**src/rtl/adc_pwr_pkg.sv**
```systemverilog
// Shared types for the serial converter controller.
package adc_pwr_pkg;
    // Sequencer states: idle, frame with chip select low, quiet gap with chip select high.
    typedef enum logic [1:0] {
        ST_IDLE  = 2'd0,
        ST_FRAME = 2'd1,
        ST_QUIET = 2'd2
    } seq_state_t;
endpackage

```
**src/rtl/adc_sclk_timer.sv**
```systemverilog
// Serial clock generator. While run is high it counts system cycles and
// toggles the serial clock every DIV cycles. It starts high, so the first
// toggle is a falling edge. hp_next is the index the half-period counter
// takes at the next step: odd values are falling edges and even values
// are rising edges. Assumes run drops for at least one cycle between frames.
module adc_sclk_timer #(
    parameter int DIV = 2,
    parameter int HPW = 6
) (
    input  logic           clk,
    input  logic           rst_n,
    input  logic           run,
    output logic           sclk,
    output logic           step,
    output logic [HPW-1:0] hp_next
);
    localparam int TW = (DIV > 1) ? $clog2(DIV) : 1;

    logic [TW-1:0]  tick;
    logic [HPW-1:0] hp;

    assign step    = run && (tick == TW'(DIV - 1));
    assign hp_next = hp + 1'b1;

    // Divide the system clock and count half periods during a frame.
    always_ff @(posedge clk) begin
        if (!rst_n || !run) begin
            tick <= '0;
            hp   <= '0;
            sclk <= 1'b1;
        end else if (step) begin
            tick <= '0;
            hp   <= hp_next;
            sclk <= ~sclk;
        end else begin
            tick <= tick + 1'b1;
        end
    end
endmodule

```
**src/rtl/adc_rx_shift.sv**
```systemverilog
// Receive path. On each rising serial clock edge whose index falls inside
// the data window it shifts one bit in, MSB first. The shift register is
// copied to the result output only when the sequencer delivers a valid
// frame, so dummy-frame bits never appear there.
module adc_rx_shift #(
    parameter int W    = 8,
    parameter int LEAD = 3,
    parameter int HPW  = 6
) (
    input  logic           clk,
    input  logic           rst_n,
    input  logic           step,
    input  logic [HPW-1:0] hp_next,
    input  logic           sdata,
    input  logic           deliver,
    output logic [W-1:0]   res_data
);
    localparam int LO = LEAD;
    localparam int HI = LEAD + W - 1;

    logic [W-1:0]   shreg;
    logic [HPW-2:0] rise_idx;
    logic           take;

    assign rise_idx = hp_next[HPW-1:1];
    assign take     = step && !hp_next[0] && (int'(rise_idx) >= LO) && (int'(rise_idx) <= HI);

    // Shift in data bits on rising edges inside the window.
    always_ff @(posedge clk) begin
        if (!rst_n)    shreg <= '0;
        else if (take) shreg <= {shreg[W-2:0], sdata};
    end

    // Publish the word when a valid frame is delivered.
    always_ff @(posedge clk) begin
        if (!rst_n)       res_data <= '0;
        else if (deliver) res_data <= shreg;
    end
endmodule

```
**src/rtl/adc_pwr_seq.sv**
```systemverilog
// Power sequencer. It keeps a flag for whether the converter may be asleep.
// The flag is set at reset, because the power-on state is unknown, and
// after each power-save frame. When the flag is set, a request first runs
// a full dummy frame and a quiet gap. Every valid frame is then followed
// by a quiet gap before the result strobe. Frame length comes from the
// mode captured at acceptance.
module adc_pwr_seq
    import adc_pwr_pkg::*;
#(
    parameter int QUIET_CYC = 16,
    parameter int FULL_LEN  = 16,
    parameter int CUT_LEN   = 12,
    parameter int HPW       = 6
) (
    input  logic           clk,
    input  logic           rst_n,
    input  logic           req,
    input  logic           psave_sel,
    input  logic           step,
    input  logic [HPW-1:0] hp_next,
    output logic           run,
    output logic           cs_n,
    output logic           busy,
    output logic           deliver,
    output logic           res_valid
);
    localparam int QW = $clog2(QUIET_CYC + 1);
    localparam logic [HPW-1:0] END_FULL = HPW'(2 * FULL_LEN);
    localparam logic [HPW-1:0] END_CUT  = HPW'(2 * CUT_LEN);

    seq_state_t     state;
    logic           asleep;
    logic           dummy;
    logic           psave_q;
    logic [QW-1:0]  qcnt;
    logic [HPW-1:0] end_hp;
    logic           frame_end;
    logic           q_done;

    assign end_hp    = (dummy || !psave_q) ? END_FULL : END_CUT;
    assign frame_end = step && (hp_next == end_hp);
    assign q_done    = (qcnt == QW'(QUIET_CYC - 1));
    assign run       = (state == ST_FRAME);
    assign cs_n      = !run;
    assign busy      = (state != ST_IDLE);
    assign deliver   = (state == ST_QUIET) && q_done && !dummy;

    // Step through idle, frame and quiet gap, and track the converter's power state.
    always_ff @(posedge clk) begin
        if (!rst_n) begin
            state     <= ST_IDLE;
            asleep    <= 1'b1;
            dummy     <= 1'b0;
            psave_q   <= 1'b0;
            qcnt      <= '0;
            res_valid <= 1'b0;
        end else begin
            res_valid <= 1'b0;
            case (state)
                ST_IDLE: begin
                    if (req) begin
                        psave_q <= psave_sel;
                        dummy   <= asleep;
                        state   <= ST_FRAME;
                    end
                end
                ST_FRAME: begin
                    if (frame_end) begin
                        state  <= ST_QUIET;
                        qcnt   <= '0;
                        asleep <= dummy ? 1'b0 : psave_q;
                    end
                end
                ST_QUIET: begin
                    if (q_done) begin
                        if (dummy) begin
                            dummy <= 1'b0;
                            state <= ST_FRAME;
                        end else begin
                            state     <= ST_IDLE;
                            res_valid <= 1'b1;
                        end
                    end else begin
                        qcnt <= qcnt + 1'b1;
                    end
                end
                default: state <= ST_IDLE;
            endcase
        end
    end
endmodule

```
**src/rtl/adc_pwr_ctrl.sv**
```systemverilog
// Top level of the serial converter controller. It joins the serial clock
// timer, the power sequencer and the receive path. Assumes the converter
// changes its data line after serial clock falling edges and that
// QUIET_CYC is at least one serial clock period (2*CLK_DIV cycles).
module adc_pwr_ctrl #(
    parameter int CLK_DIV   = 2,
    parameter int RES_W     = 8,
    parameter int LEAD_BITS = 3,
    parameter int FULL_LEN  = 16,
    parameter int CUT_LEN   = 12,
    parameter int QUIET_CYC = 8 * CLK_DIV
) (
    input  logic             clk,
    input  logic             rst_n,
    input  logic             conv_req,
    input  logic             psave_mode,
    output logic             busy,
    output logic [RES_W-1:0] res_data,
    output logic             res_valid,
    output logic             adc_cs_n,
    output logic             adc_sclk,
    input  logic             adc_sdata
);
    localparam int HPW = $clog2(2 * FULL_LEN + 1);

    logic           run;
    logic           step;
    logic           deliver;
    logic [HPW-1:0] hp_next;

    adc_sclk_timer #(.DIV(CLK_DIV), .HPW(HPW)) u_timer (
        .clk(clk), .rst_n(rst_n), .run(run),
        .sclk(adc_sclk), .step(step), .hp_next(hp_next)
    );

    adc_pwr_seq #(.QUIET_CYC(QUIET_CYC), .FULL_LEN(FULL_LEN),
                  .CUT_LEN(CUT_LEN), .HPW(HPW)) u_seq (
        .clk(clk), .rst_n(rst_n), .req(conv_req), .psave_sel(psave_mode),
        .step(step), .hp_next(hp_next), .run(run), .cs_n(adc_cs_n),
        .busy(busy), .deliver(deliver), .res_valid(res_valid)
    );

    adc_rx_shift #(.W(RES_W), .LEAD(LEAD_BITS), .HPW(HPW)) u_rx (
        .clk(clk), .rst_n(rst_n), .step(step), .hp_next(hp_next),
        .sdata(adc_sdata), .deliver(deliver), .res_data(res_data)
    );
endmodule

```
**config.mk**
```make
export PLATFORM = sky130hd
export DESIGN_NAME = adc_pwr_ctrl
export DESIGN_NICKNAME = d
export VERILOG_FILES = /design/src/rtl/adc_pwr_pkg.sv /design/src/rtl/adc_sclk_timer.sv /design/src/rtl/adc_rx_shift.sv /design/src/rtl/adc_pwr_seq.sv /design/src/rtl/adc_pwr_ctrl.sv
export SDC_FILE = /design/constraint.sdc
export NUM_CORES = 1
export LEC_CHECK = 0
export BUFFER_PORTS_ARGS = -buffer_cell sky130_fd_sc_hd__buf_2
export CAP_MARGIN = 20
export CORE_UTILIZATION = 31
export DETAILED_ROUTE_END_ITERATION = 8
export SYNTH_ARGS = -nofsm -noshare
export SYNTH_HDL_FRONTEND = slang
export SYNTH_SLANG_ARGS = --single-unit
```
**constraint.sdc**
```tcl
create_clock -name clk -period 2.8 [get_ports clk]
set_clock_uncertainty 0.2 [all_clocks]
set_input_delay 0.28 -clock clk [delete_from_list [all_inputs] [get_ports clk]]
set_output_delay 0.28 -clock clk [all_outputs]
set_load 0.02 [all_outputs]
```
==> Flow_metrics.wiki, run 1 <==
{| class="wikitable"
! Metric !! Value
|-
| Run status || finished, final reports clean
|-
| Average cell area after synthesis || 8.53 um^2
|-
| Kind of path behind the tightest hold check || input pin to flip-flop
|-
| Initial core utilization || 32.0%
|-
| Worst Hold Launch || adc_sdata
|-
| Number of synthesized register bits || 35
|-
| Gate Count Post-Synth || 222
|-
| Layout Utilization || 36.1%
|-
| Cell type with the largest total area after synthesis || sky130_fd_sc_hd__dfxtp_1
|-
| Final cycle utilization of the critical path || 90.7%
|-
| Number of flops mapped to enable cells by yosys || 0
|-
| Kind of start point of the critical path || flip-flop
|-
| Area added between synthesis and finish || 12.9%
|-
| Ratio of routed vias to standard cells || 4.97
|-
| Fraction of final layout cells sized beyond drive strength 1 || 14.0%
|-
| Netlist area before placement || 1890 um^2
|-
| Most common library cell in the layout ignoring fill and taps || sky130_fd_sc_hd__nand2_1
|-
| Drt wl/cell || 11.9 um
|-
| Die Outline Area || 6430 um^2
|-
| I/O Buffers || 16
|-
| Worst slew margin relative to its limit || 60.7%
|-
| Routed WL || 3.69 mm
|-
| Synthesized net count || 236
|-
| Initial antenna violation count || 0
|-
| Setup repair after global routing missed its margin || no
|-
| Core Box Area || 5920 um^2
|-
| Final hold vios || 0
|-
| PD cells || 625 nW/um^2
|-
| Count of routing violations after the opening detailed-route iteration || 83
|-
| CTS tree || done
|-
| Arrival @ worst endpoint || 2.50 ns
|-
| Number of nets with antenna violations after routing || 0
|-
| Startpoint of the worst-slack reg-to-reg timing path || u_seq.qcnt[0]$_SDFFE_PN0P_
|-
| Share of the synthesized area in the top cell type || 37.0%
|-
| Commonest cells after routing, fill and taps aside || sky130_fd_sc_hd__nand2_1 (42), sky130_fd_sc_hd__dfxtp_1 (35), sky130_fd_sc_hd__buf_2 (16)
|-
| Total count of max-transition violations in the final report || 0
|-
| Post-synth ARST share || 0%
|-
| Htree depth || 2
|-
| Number of global-route vias before repair || 1448
|-
| Clock latency on the worst-skew pair || 0.28 ns
|-
| Type of the worst setup path || flip-flop to flip-flop
|-
| Part of the Yosys area used for sequential elements || 37.0%
|-
| Sum of net half-perimeters after detailed placement || 2.66 mm
|-
| Total of hold buffers inserted after clock tree synthesis || 0
|-
| Final weighted congestion of routability-driven global placement || 0.775
|-
| Max Clk Rate || 394 MHz
|-
| First drt pass iteration count || 5
|-
| P_leak || 0.000815 uW
|-
| Data required time at the worst endpoint || 2.77 ns
|-
| Maximum number of pins on one net before global-route repair || 26
|-
| Crit path time final || 2.54 ns
|-
| Number of distinct library cell variants in the gate-level netlist after synthesis || 50
|-
| Top-Level Pins || 17
|-
| Total Nets Final || 248
|-
| Wire length of the first global-routing pass || 6.33 mm
|-
| Count of standard-cell rows || 28
|-
| Total Negative Setup Slacks || 0 ns
|-
| CTS sink count || 35
|-
| Critical path origin || u_seq.qcnt[0]$_SDFFE_PN0P_
|-
| Die span in x || 80.2 um
|-
| Clock buffer count from CTS || 5
|-
| GR Util All Layers || 12.4%
|-
| Worst-path fanout max || 4
|-
| Type of element capturing the critical path || flip-flop
|-
| Ant diodes || 0
|-
| Vias after detailed routing || 1540
|-
| Clk pin slew, worst setup/hold paths || 0.07 ns
|-
| Longest Clk Path Bufs || 2
|-
| DR DRC count || 0
|-
| Synthesis Warnings || 0
|-
| Peak supply drop || 0.000322 V
|-
| Least-Margin Pin Slew || 0.574 ns
|-
| Grt ovf || 0
|-
| Primary flip-flop cell chosen by synthesis mapping || sky130_fd_sc_hd__dfxtp_1
|-
| Root Driver || sky130_fd_sc_hd__clkbuf_8
|-
| Top post-synthesis cells by area || sky130_fd_sc_hd__dfxtp_1 (37%), sky130_fd_sc_hd__nand2_1 (8.3%), sky130_fd_sc_hd__mux2i_1 (7.4%), sky130_fd_sc_hd__ha_1 (5.9%), sky130_fd_sc_hd__a21boi_0 (4.0%)
|-
| Post-CTS sizing || 0
|-
| Die height || 80.2 um
|-
| Total of max-cap violations || 0
|-
| Final Setup Violations || 0
|-
| Number of setup buffers added after CTS || 0
|}
## stage by stage
stage | setup slack [ns] | power [uW] | hold slack [ns] | instances | instance area [um^2]
floorplan | 0.522 | 808 | 0.222 | 222 | 1890
global placement | 0.398 | 894 | 0.245 | 302 | 2030
detailed placement | 0.297 | 896 | 0.247 | 302 | 2030
CTS | 0.286 | 1360 | 0.0383 | 310 | 2140
global route | 0.0434 | 1410 | 0.0374 | 310 | 2140
finish | 0.261 | 1340 | 0.0436 | 310 | 2140
## layout make-up
cell class | instances | area [um^2]
tap | 75 | 93.8
multi-input combinational | 166 | 1100
sequential | 35 | 701
fill | 615 | 3780
clock buffer | 5 | 68.8
inverter | 7 | 26.3
clock inverter | 3 | 43.8
timing repair buffer | 19 | 103
## metal layers
metal / part of all wire (%) / GRT usage [%] / up-vias
met5: 0 / 0 / -
met4: 0.76 / 3.21 / 0
met3: 2.5 / 3.18 / 2
met2: 45 / 20.3 / 16
met1: 51 / 16.1 / 713
li1: - / - / 809
## Yosys cell counts (6+ instances only)
cell type / instances
sky130_fd_sc_hd__nand2_1: 42
sky130_fd_sc_hd__clkbuf_1: 7
sky130_fd_sc_hd__nor2_1: 10
sky130_fd_sc_hd__ha_1: 9
sky130_fd_sc_hd__a21boi_0: 10
sky130_fd_sc_hd__dfxtp_1: 35
sky130_fd_sc_hd__inv_1: 7
sky130_fd_sc_hd__nand3_1: 6
sky130_fd_sc_hd__buf_2: 6
sky130_fd_sc_hd__mux2i_1: 14
sky130_fd_sc_hd__a21oi_1: 7
## sequential cells by signal, summed over array words and instances, names as in the netlist
signal,flops
u_rx.res_data,8
u_rx.shreg,8
u_seq.asleep,1
u_seq.dummy,1
u_seq.psave_q,1
u_seq.qcnt,5
u_seq.res_valid,1
u_seq.state,2
u_timer.hp,6
u_timer.sclk,1
u_timer.tick,1
## logic make-up (layout without fill, tap and decap cells)
kind of cell / count (synthesis) / count (layout) / share of synthesized area [%]
and+or+nand+nor: 89 / 89 / 23.4
muxes: 14 / 14 / 7.40
AOI/OAI and AO/OA: 46 / 46 / 17.8
DFF: 35 / 35 / 37.0
xor gates and xnor gates: 8 / 8 / 3.70
buffers and inverters: 21 / 34 / 4.76
adders and majority gates: 9 / 9 / 5.94
## path summary, 6_finish.rpt
check	end	cells past startpoint	slack, ns
setup / recovery	u_seq.qcnt[3]$_SDFFE_PN0P_	8	0.26
hold / removal	u_rx.shreg[0]$_SDFFE_PN0P_	3	0.04
setup reg to reg	u_seq.qcnt[3]$_SDFFE_PN0P_	8	0.26
hold reg to reg	u_rx.shreg[7]$_SDFFE_PN0P_	2	0.26
## report_power, final
group	switching (uW)	internal [uW]
sequential	25.3	521
clock	189	265
combinational	200	136
## critical path, stage by stage (launching register included)
cell and delay (ns):
sky130_fd_sc_hd__dfxtp_1 0.34, sky130_fd_sc_hd__ha_1 0.23, sky130_fd_sc_hd__and3_1 0.19, sky130_fd_sc_hd__ha_1 0.21, sky130_fd_sc_hd__nand4b_1 0.25, sky130_fd_sc_hd__a2111oi_0 0.60
sky130_fd_sc_hd__a32o_1 0.25, sky130_fd_sc_hd__a211o_1 0.10, sky130_fd_sc_hd__o31ai_1 0.06
(Power assumes the default switching activity.)
==> inputs of run 2 (changes only) <==
CTS_CLUSTER_SIZE = 10   (was unset)
clock period = 2.1 ns   (was 2.8 ns; I/O delays follow)
==> run 2 against run 1 <==
  * The flow now finishes with violations (setup timing)
  * Die area unchanged
  * Critical endpoint unchanged
  * Critical path depth unchanged
  * Largest power group unchanged
  * Utilization increased by 6.1 points
==> Flow_metrics.wiki, run 2 (synthesized netlist as in run 1, its figures left out) <==
{| class="wikitable"
! Metric !! Value
|-
| Vias after detailed routing || 1674 (+8.7%)
|-
| Share of power burned in combinational logic || 28.4% (+3.3 points)
|-
| Number of nets with antenna violations after routing || 0 (unchanged)
|-
| Wire length of the first global-routing pass || 6.78 mm (+7.2%)
|-
| Number of standard cells in the layout, taps in and fillers out || 335 (+8.1%)
|-
| Area added between synthesis and finish || 32.0%
|-
| Die Outline Area || 6430 um^2 (unchanged)
|-
| Peak supply drop || 0.000350 V (+8.8%)
|-
| Clk pin slew, worst setup/hold paths || 0.07 ns (about the same)
|-
| Arrival @ worst endpoint || 2.08 ns (-0.42 ns)
|-
| Sequential power share || 38.9% (-2.0 points)
|-
| Count of routing violations after the opening detailed-route iteration || 74 (-11%)
|-
| Type of the worst setup path || flip-flop to flip-flop
|-
| Total Nets Final || 273 (+10%)
|-
| Number of global-route vias before repair || 1480 (+2.2%)
|-
| Total count of max-transition violations in the final report || 0 (unchanged)
|-
| Type of element capturing the critical path || flip-flop
|-
| Grt ovf || 0 (unchanged)
|-
| Count of standard-cell rows || 28 (unchanged)
|-
| Fraction of power spent switching nets || 32.2% (+1.3 points)
|-
| Initial core utilization || 32.0% (unchanged)
|-
| Most common library cell in the layout ignoring fill and taps || sky130_fd_sc_hd__nand2_1
|-
| P_int || 1270 uW (+37%)
|-
| Violations in the final reports || setup timing
|-
| PD cells || 748 nW/um^2 (+20%)
|-
| Longest Clk Path Bufs || 2 (unchanged)
|-
| Total of max-cap violations || 0 (unchanged)
|-
| Maximum number of pins on one net before global-route repair || 21 (-19%)
|-
| Worst-path fanout max || 3 (-1)
|-
| Final WS setup || -0.00844 ns (-0.270 ns)
|-
| Htree depth || 2 (unchanged)
|-
| Data required time at the worst endpoint || 2.07 ns (-0.70 ns)
|-
| Routed WL || 4.00 mm (+8.3%)
|-
| Clock latency on the worst-skew pair || 0.29 ns (about the same)
|-
| I/O Buffers || 16 (unchanged)
|-
| Fraction of final layout cells sized beyond drive strength 1 || 29.6% (+16 points)
|-
| Register-to-register setup slack || -0.008 ns (-0.27 ns)
|-
| Biggest regs || u_rx.res_data (8), u_rx.shreg (8), u_timer.hp (6)
|-
| Run status || finished, violations left
|-
| Final cycle utilization of the critical path || 100% (+9.7 points)
|-
| Sum of net half-perimeters after detailed placement || 2.84 mm (+6.9%)
|-
| Kind of start point of the critical path || flip-flop
|-
| Root Driver || sky130_fd_sc_hd__clkbuf_8
|-
| Core Box Area || 5920 um^2 (unchanged)
|-
| Commonest cells after routing, fill and taps aside || sky130_fd_sc_hd__nand2_1 (41), sky130_fd_sc_hd__dfxtp_1 (29), sky130_fd_sc_hd__buf_4 (23)
|-
| Kind of path behind the tightest hold check || input pin to flip-flop
|-
| Final weighted congestion of routability-driven global placement || 0.836 (+7.9%)
|-
| Drt wl/cell || 11.9 um (+0.18%)
|-
| Crit path time final || 2.11 ns (-0.430 ns)
|-
| Clock buffer count from CTS || 5 (unchanged)
|-
| CTS sink count || 35 (unchanged)
|-
| Die span in x || 80.2 um (unchanged)
|-
| CTS tree || done
|-
| Cell total after placement || 321 (+6.3%)
|-
| Least-Margin Pin Slew || 0.483 ns (-0.0911 ns)
|-
| GR Util All Layers || 13.6% (+1.2 points)
|-
| DR DRC count || 0 (unchanged)
|-
| Final Setup Violations || 1 (+1)
|-
| Ant diodes || 0 (unchanged)
|-
| Final hold vios || 0 (unchanged)
|-
| Total power || 1870 uW (+40%)
|-
| Ratio of routed vias to standard cells || 5.00 (+0.59%)
|-
| Setup repair after global routing missed its margin || yes
|-
| First drt pass iteration count || 4 (-1)
|-
| Clk network pwr share || 32.6% (-1.4 points)
|-
| Die height || 80.2 um (unchanged)
|-
| Initial antenna violation count || 0 (unchanged)
|-
| Worst slew margin relative to its limit || 67.8% (+7.0 points)
|-
| Sw power || 603 uW (+46%)
|-
| Top-Level Pins || 17 (unchanged)
|-
| Max Clk Rate || 474 MHz (+20%)
|-
| P_leak || 0.000957 uW (+17%)
|}
-- run 2: changes by cell type in the layout (fill, tap and decap cells not counted), moves of 2 or more --
| cell | previous run | this run |
|---|---|---|
| sky130_fd_sc_hd__ha_1 | 9 | 5 |
| sky130_fd_sc_hd__dlygate4sd3_1 | 0 | 2 |
| sky130_fd_sc_hd__buf_4 | 3 | 23 |
| sky130_fd_sc_hd__dfxtp_2 | 0 | 6 |
| sky130_fd_sc_hd__a2111oi_4 | 0 | 2 |
| sky130_fd_sc_hd__dfxtp_1 | 35 | 29 |
| sky130_fd_sc_hd__ha_4 | 0 | 4 |
| sky130_fd_sc_hd__buf_6 | 0 | 2 |
| sky130_fd_sc_hd__a2111oi_0 | 2 | 0 |
-- run 2: what timing repair did --
action	4_1_cts	5_1_grt
pin swaps	6	7
hold buffers	2	0
gates resized for setup	8	19
setup buffers	2	2
setup endpoints to repair	7	15
hold endpoints to repair	2	0
-- run 2: routing by layer --
layer	routed length [um]	global-route usage [%]	vias to the layer above
met4	79	5.89	0
met1	1930	18.8	785
li1	-	-	857
met2	1820	20.1	26
met3	161	3.07	6
met5	0	0	-
-- run 2: power groups by stage --
| stage | combinational, uW | sequential [uW] | clock (uW) |
|---|---|---|---|
| global placement | 490 | 741 | 0 |
| detailed placement | 490 | 741 | 0 |
| CTS | 506 | 726 | 630 |
| floorplan | 348 | 735 | 0 |
| finish | 532 | 728 | 611 |
| global route | 585 | 734 | 662 |
-- run 2: final cells by class --
cell class / count / area [um^2]
clock buffer: 5 / 68.8
clock inverter: 3 / 43.8
multi-input combinational: 166 / 1240
timing repair buffer: 44 / 315
tap: 75 / 93.8
sequential: 35 / 708
inverter: 7 / 26.3
fill: 572 / 3420
-- run 2: metrics by stage --
step	setup TNS [ns]	area (um^2)	hold WS [ns]	setup slack (ns)	util [%]
after floorplan	0	1900	0.152	0.00233	-
after global placement	-0.0599	2190	0.247	-0.0428	37.0
after detailed placement	-0.171	2190	0.255	-0.107	37.0
after CTS	-0.197	2380	0.0485	-0.0630	40.2
after global routing	-0.133	2500	0.0551	-0.0993	42.2
final	-0.00844	2500	0.0518	-0.00844	42.2
-- run 2: worst paths after layout --
kind | cells past startpoint | to | start
worst max-delay path | 8 | u_seq.qcnt[3]$_SDFFE_PN0P_ | u_seq.qcnt[0]$_SDFFE_PN0P_
worst min-delay path | 3 | u_seq.psave_q$_SDFFE_PN0P_ | conv_req
worst max register to register | 8 | u_seq.qcnt[3]$_SDFFE_PN0P_ | u_seq.qcnt[0]$_SDFFE_PN0P_
worst min register to register | 2 | u_rx.res_data[6]$_SDFFE_PN0P_ | u_rx.shreg[6]$_SDFFE_PN0P_
-- run 2: worst max-delay path: stages (launching register included) --
cell,delay [ns]
sky130_fd_sc_hd__dfxtp_2,0.34
sky130_fd_sc_hd__ha_4,0.15
sky130_fd_sc_hd__and3_4,0.17
sky130_fd_sc_hd__ha_4,0.15
sky130_fd_sc_hd__nand4b_1,0.23
sky130_fd_sc_hd__a2111oi_4,0.36
sky130_fd_sc_hd__a32o_1,0.22
sky130_fd_sc_hd__a211o_1,0.10
sky130_fd_sc_hd__o31ai_1,0.06
==> inputs of run 3 (changes only) <==
CORE_UTILIZATION = 35   (was 31)
==> run 3 against run 2 <==
  * The flow now finishes without violations
  * Sequential share of layout area shrank 0.40 points
  * Cell area up 2.2%
  * Power up 2.0%
  * Largest cell class unchanged
  * Largest power group unchanged
  * Highest routed layer unchanged
==> Flow_metrics.wiki, run 3 (synthesized netlist as in run 1, its figures left out) <==
{| class="wikitable"
! Metric !! Value
|-
| Clk pin slew, worst setup/hold paths || 0.08 ns (about the same)
|-
| CTS tree || done
|-
| Crit path time final || 2.09 ns (-0.0189 ns)
|-
| Final Setup Violations || 0 (-1)
|-
| Number of global-route vias before repair || 1525 (+3.0%)
|-
| Ratio of routed vias to standard cells || 4.95 (-1.0%)
|-
| Worst-path fanout max || 4 (+1)
|-
| Cell repeated most along the worst path || sky130_fd_sc_hd__ha_4
|-
| Master of the slowest instance on the critical path || sky130_fd_sc_hd__dfxtp_2
|-
| Max incr delay on CP || 0.34 ns (-0.02 ns)
|-
| Wire length of the first global-routing pass || 6.91 mm (+1.9%)
|-
| DR DRC count || 0 (unchanged)
|-
| Total Nets Final || 278 (+1.8%)
|-
| Bufs and invs on worst path || 0 (unchanged)
|-
| Clock latency on the worst-skew pair || 0.29 ns (about the same)
|-
| Initial core utilization || 36.6% (+4.6 points)
|-
| Initial antenna violation count || 0 (unchanged)
|-
| Htree depth || 2 (unchanged)
|-
| Die height || 75.6 um (-5.7%)
|-
| Biggest regs || u_rx.res_data (8), u_rx.shreg (8), u_timer.hp (6)
|-
| Number of standard cells in the layout, taps in and fillers out || 335 (unchanged)
|-
| Most common library cell in the layout ignoring fill and taps || sky130_fd_sc_hd__nand2_1
|-
| Kind of start point of the critical path || flip-flop
|-
| Maximum number of pins on one net before global-route repair || 16 (-24%)
|-
| Data required time at the worst endpoint || 2.08 ns (about the same)
|-
| GR Util All Layers || 16.1% (+2.5 points)
|-
| Type of the worst setup path || flip-flop to flip-flop
|-
| Routed WL || 4.20 mm (+5.0%)
|-
| Kind of path behind the tightest hold check || input pin to flip-flop
|-
| Type of element capturing the critical path || flip-flop
|-
| Longest Clk Path Bufs || 2 (unchanged)
|-
| Core Box Area || 5170 um^2 (-13%)
|-
| Top-Level Pins || 17 (unchanged)
|-
| Post-route design area || 2550 um^2 (+2.2%)
|-
| Die Outline Area || 5710 um^2 (-11%)
|-
| Number of nets with antenna violations after routing || 0 (unchanged)
|-
| Die span in x || 75.6 um (-5.7%)
|-
| Setup repair after global routing missed its margin || yes
|-
| Kind of cell adding the most delay to the critical path || compound AO/OA/AOI/OAI gates
|-
| Worst slew margin relative to its limit || 74.9% (+7.1 points)
|-
| Final hold vios || 0 (unchanged)
|-
| CTS sink count || 35 (unchanged)
|-
| Total of max-cap violations || 0 (unchanged)
|-
| Peak supply drop || 0.000438 V (+25%)
|-
| Count of routing violations after the opening detailed-route iteration || 46 (-38%)
|-
| Fraction of final layout cells sized beyond drive strength 1 || 32.5% (+2.8 points)
|-
| First drt pass iteration count || 4 (unchanged)
|-
| Arrival @ worst endpoint || 2.06 ns (-0.02 ns)
|-
| Sum of net half-perimeters after detailed placement || 3.05 mm (+7.4%)
|-
| Root Driver || sky130_fd_sc_hd__clkbuf_8
|-
| Area added between synthesis and finish || 34.8%
|-
| Grt ovf || 0 (unchanged)
|-
| P_leak || 0.000984 uW (+2.8%)
|-
| Cell total after placement || 324 (+0.93%)
|-
| Drt wl/cell || 12.5 um (+5.0%)
|-
| Clock buffer count from CTS || 5 (unchanged)
|-
| Least-Margin Pin Slew || 0.376 ns (-0.107 ns)
|-
| Vias after detailed routing || 1657 (-1.0%)
|-
| Final weighted congestion of routability-driven global placement || 0.773 (-7.5%)
|-
| Run status || finished, final reports clean
|-
| CP cell instances || ha_4 > and3_4 > ha_4 > nand4b_1 > a2111oi_4 > a32o_1 > a211o_1 > o31ai_2
|-
| Ant diodes || 0 (unchanged)
|-
| Final cycle utilization of the critical path || 99.5% (-0.90 points)
|-
| Commonest cells after routing, fill and taps aside || sky130_fd_sc_hd__nand2_1 (41), sky130_fd_sc_hd__dfxtp_1 (29), sky130_fd_sc_hd__buf_4 (28)
|-
| Post-detailed-placement cell area || 2250 um^2 (+2.5%)
|-
| Total count of max-transition violations in the final report || 0 (unchanged)
|-
| PD cells || 747 nW/um^2 (-0.14%)
|-
| Count of standard-cell rows || 26 (-7.1%)
|-
| I/O Buffers || 16 (unchanged)
|-
| Max Clk Rate || 479 MHz (+0.90%)
|}
-- run 3: timing repair --
action | in CTS | in global routing
setup endpoints to repair | 5 | 15
hold endpoints to repair | 2 | 0
pin swaps | 5 | 6
hold buffers | 2 | 0
gates resized for setup | 7 | 26
buffers inserted | 1 | 0
-- run 3: final timing paths --
kind / startpoint / end / slack [ns] / cells after the start
worst min register to register: u_rx.res_data[6]$_SDFFE_PN0P_ / u_rx.res_data[6]$_SDFFE_PN0P_ / 0.26 / 2
worst max register to register: u_seq.qcnt[1]$_SDFFE_PN0P_ / u_seq.qcnt[3]$_SDFFE_PN0P_ / 0.01 / 8
worst max-delay path: u_seq.qcnt[1]$_SDFFE_PN0P_ / u_seq.qcnt[3]$_SDFFE_PN0P_ / 0.01 / 8
worst min-delay path: conv_req / u_seq.psave_q$_SDFFE_PN0P_ / 0.05 / 3
-- run 3: area by class of cell --
class | instances | area [um^2]
fillers | 483 | 2620
multi-input cells | 166 | 1260
flip-flops and latches | 35 | 713
repair buffers | 49 | 353
well taps | 70 | 87.6
clock buffers | 5 | 68.8
clock inverters | 3 | 47.5
inverters | 7 | 26.3
-- run 3: metal layers --
metal | part of all wire, % | GRT usage [%]
met5 | 0 | 0
met2 | 44 | 25.6
met4 | 1.5 | 6.58
met3 | 4.0 | 4.50
met1 | 50 | 20.6
-- run 3: per-stage QoR --
| step | worst slack [ns] | hold slack, ns | util, % | TNS [ns] | power (uW) |
|---|---|---|---|---|---|
| 6_report | 0.0105 | 0.0506 | 49.4 | 0 | 1910 |
| 5_1_grt | -0.0714 | 0.0790 | 49.4 | -0.110 | 2020 |
| 4_1_cts | -0.0483 | 0.0436 | 47.0 | -0.0483 | 1910 |
| 3_5_place_dp | -0.0939 | 0.253 | 43.4 | -0.235 | 1250 |
| 3_3_place_gp | -0.0424 | 0.247 | 43.4 | -0.0741 | 1250 |
| 2_1_floorplan | 0.00233 | 0.152 | - | 0 | 1080 |
-- run 3: tightest hold or removal path, cell delays in order --
cell and delay (ns):
sky130_fd_sc_hd__buf_2 0.13, sky130_fd_sc_hd__nand3_1 0.08, sky130_fd_sc_hd__a21boi_0 0.07
-- run 3: where the power goes --
group | total [uW] | switching, uW | internal, uW
Combinational | 549 | 323 | 226
Clock | 639 | 279 | 360
Sequential | 720 | 26.9 | 694
Total | 1910 | 629 | 1280
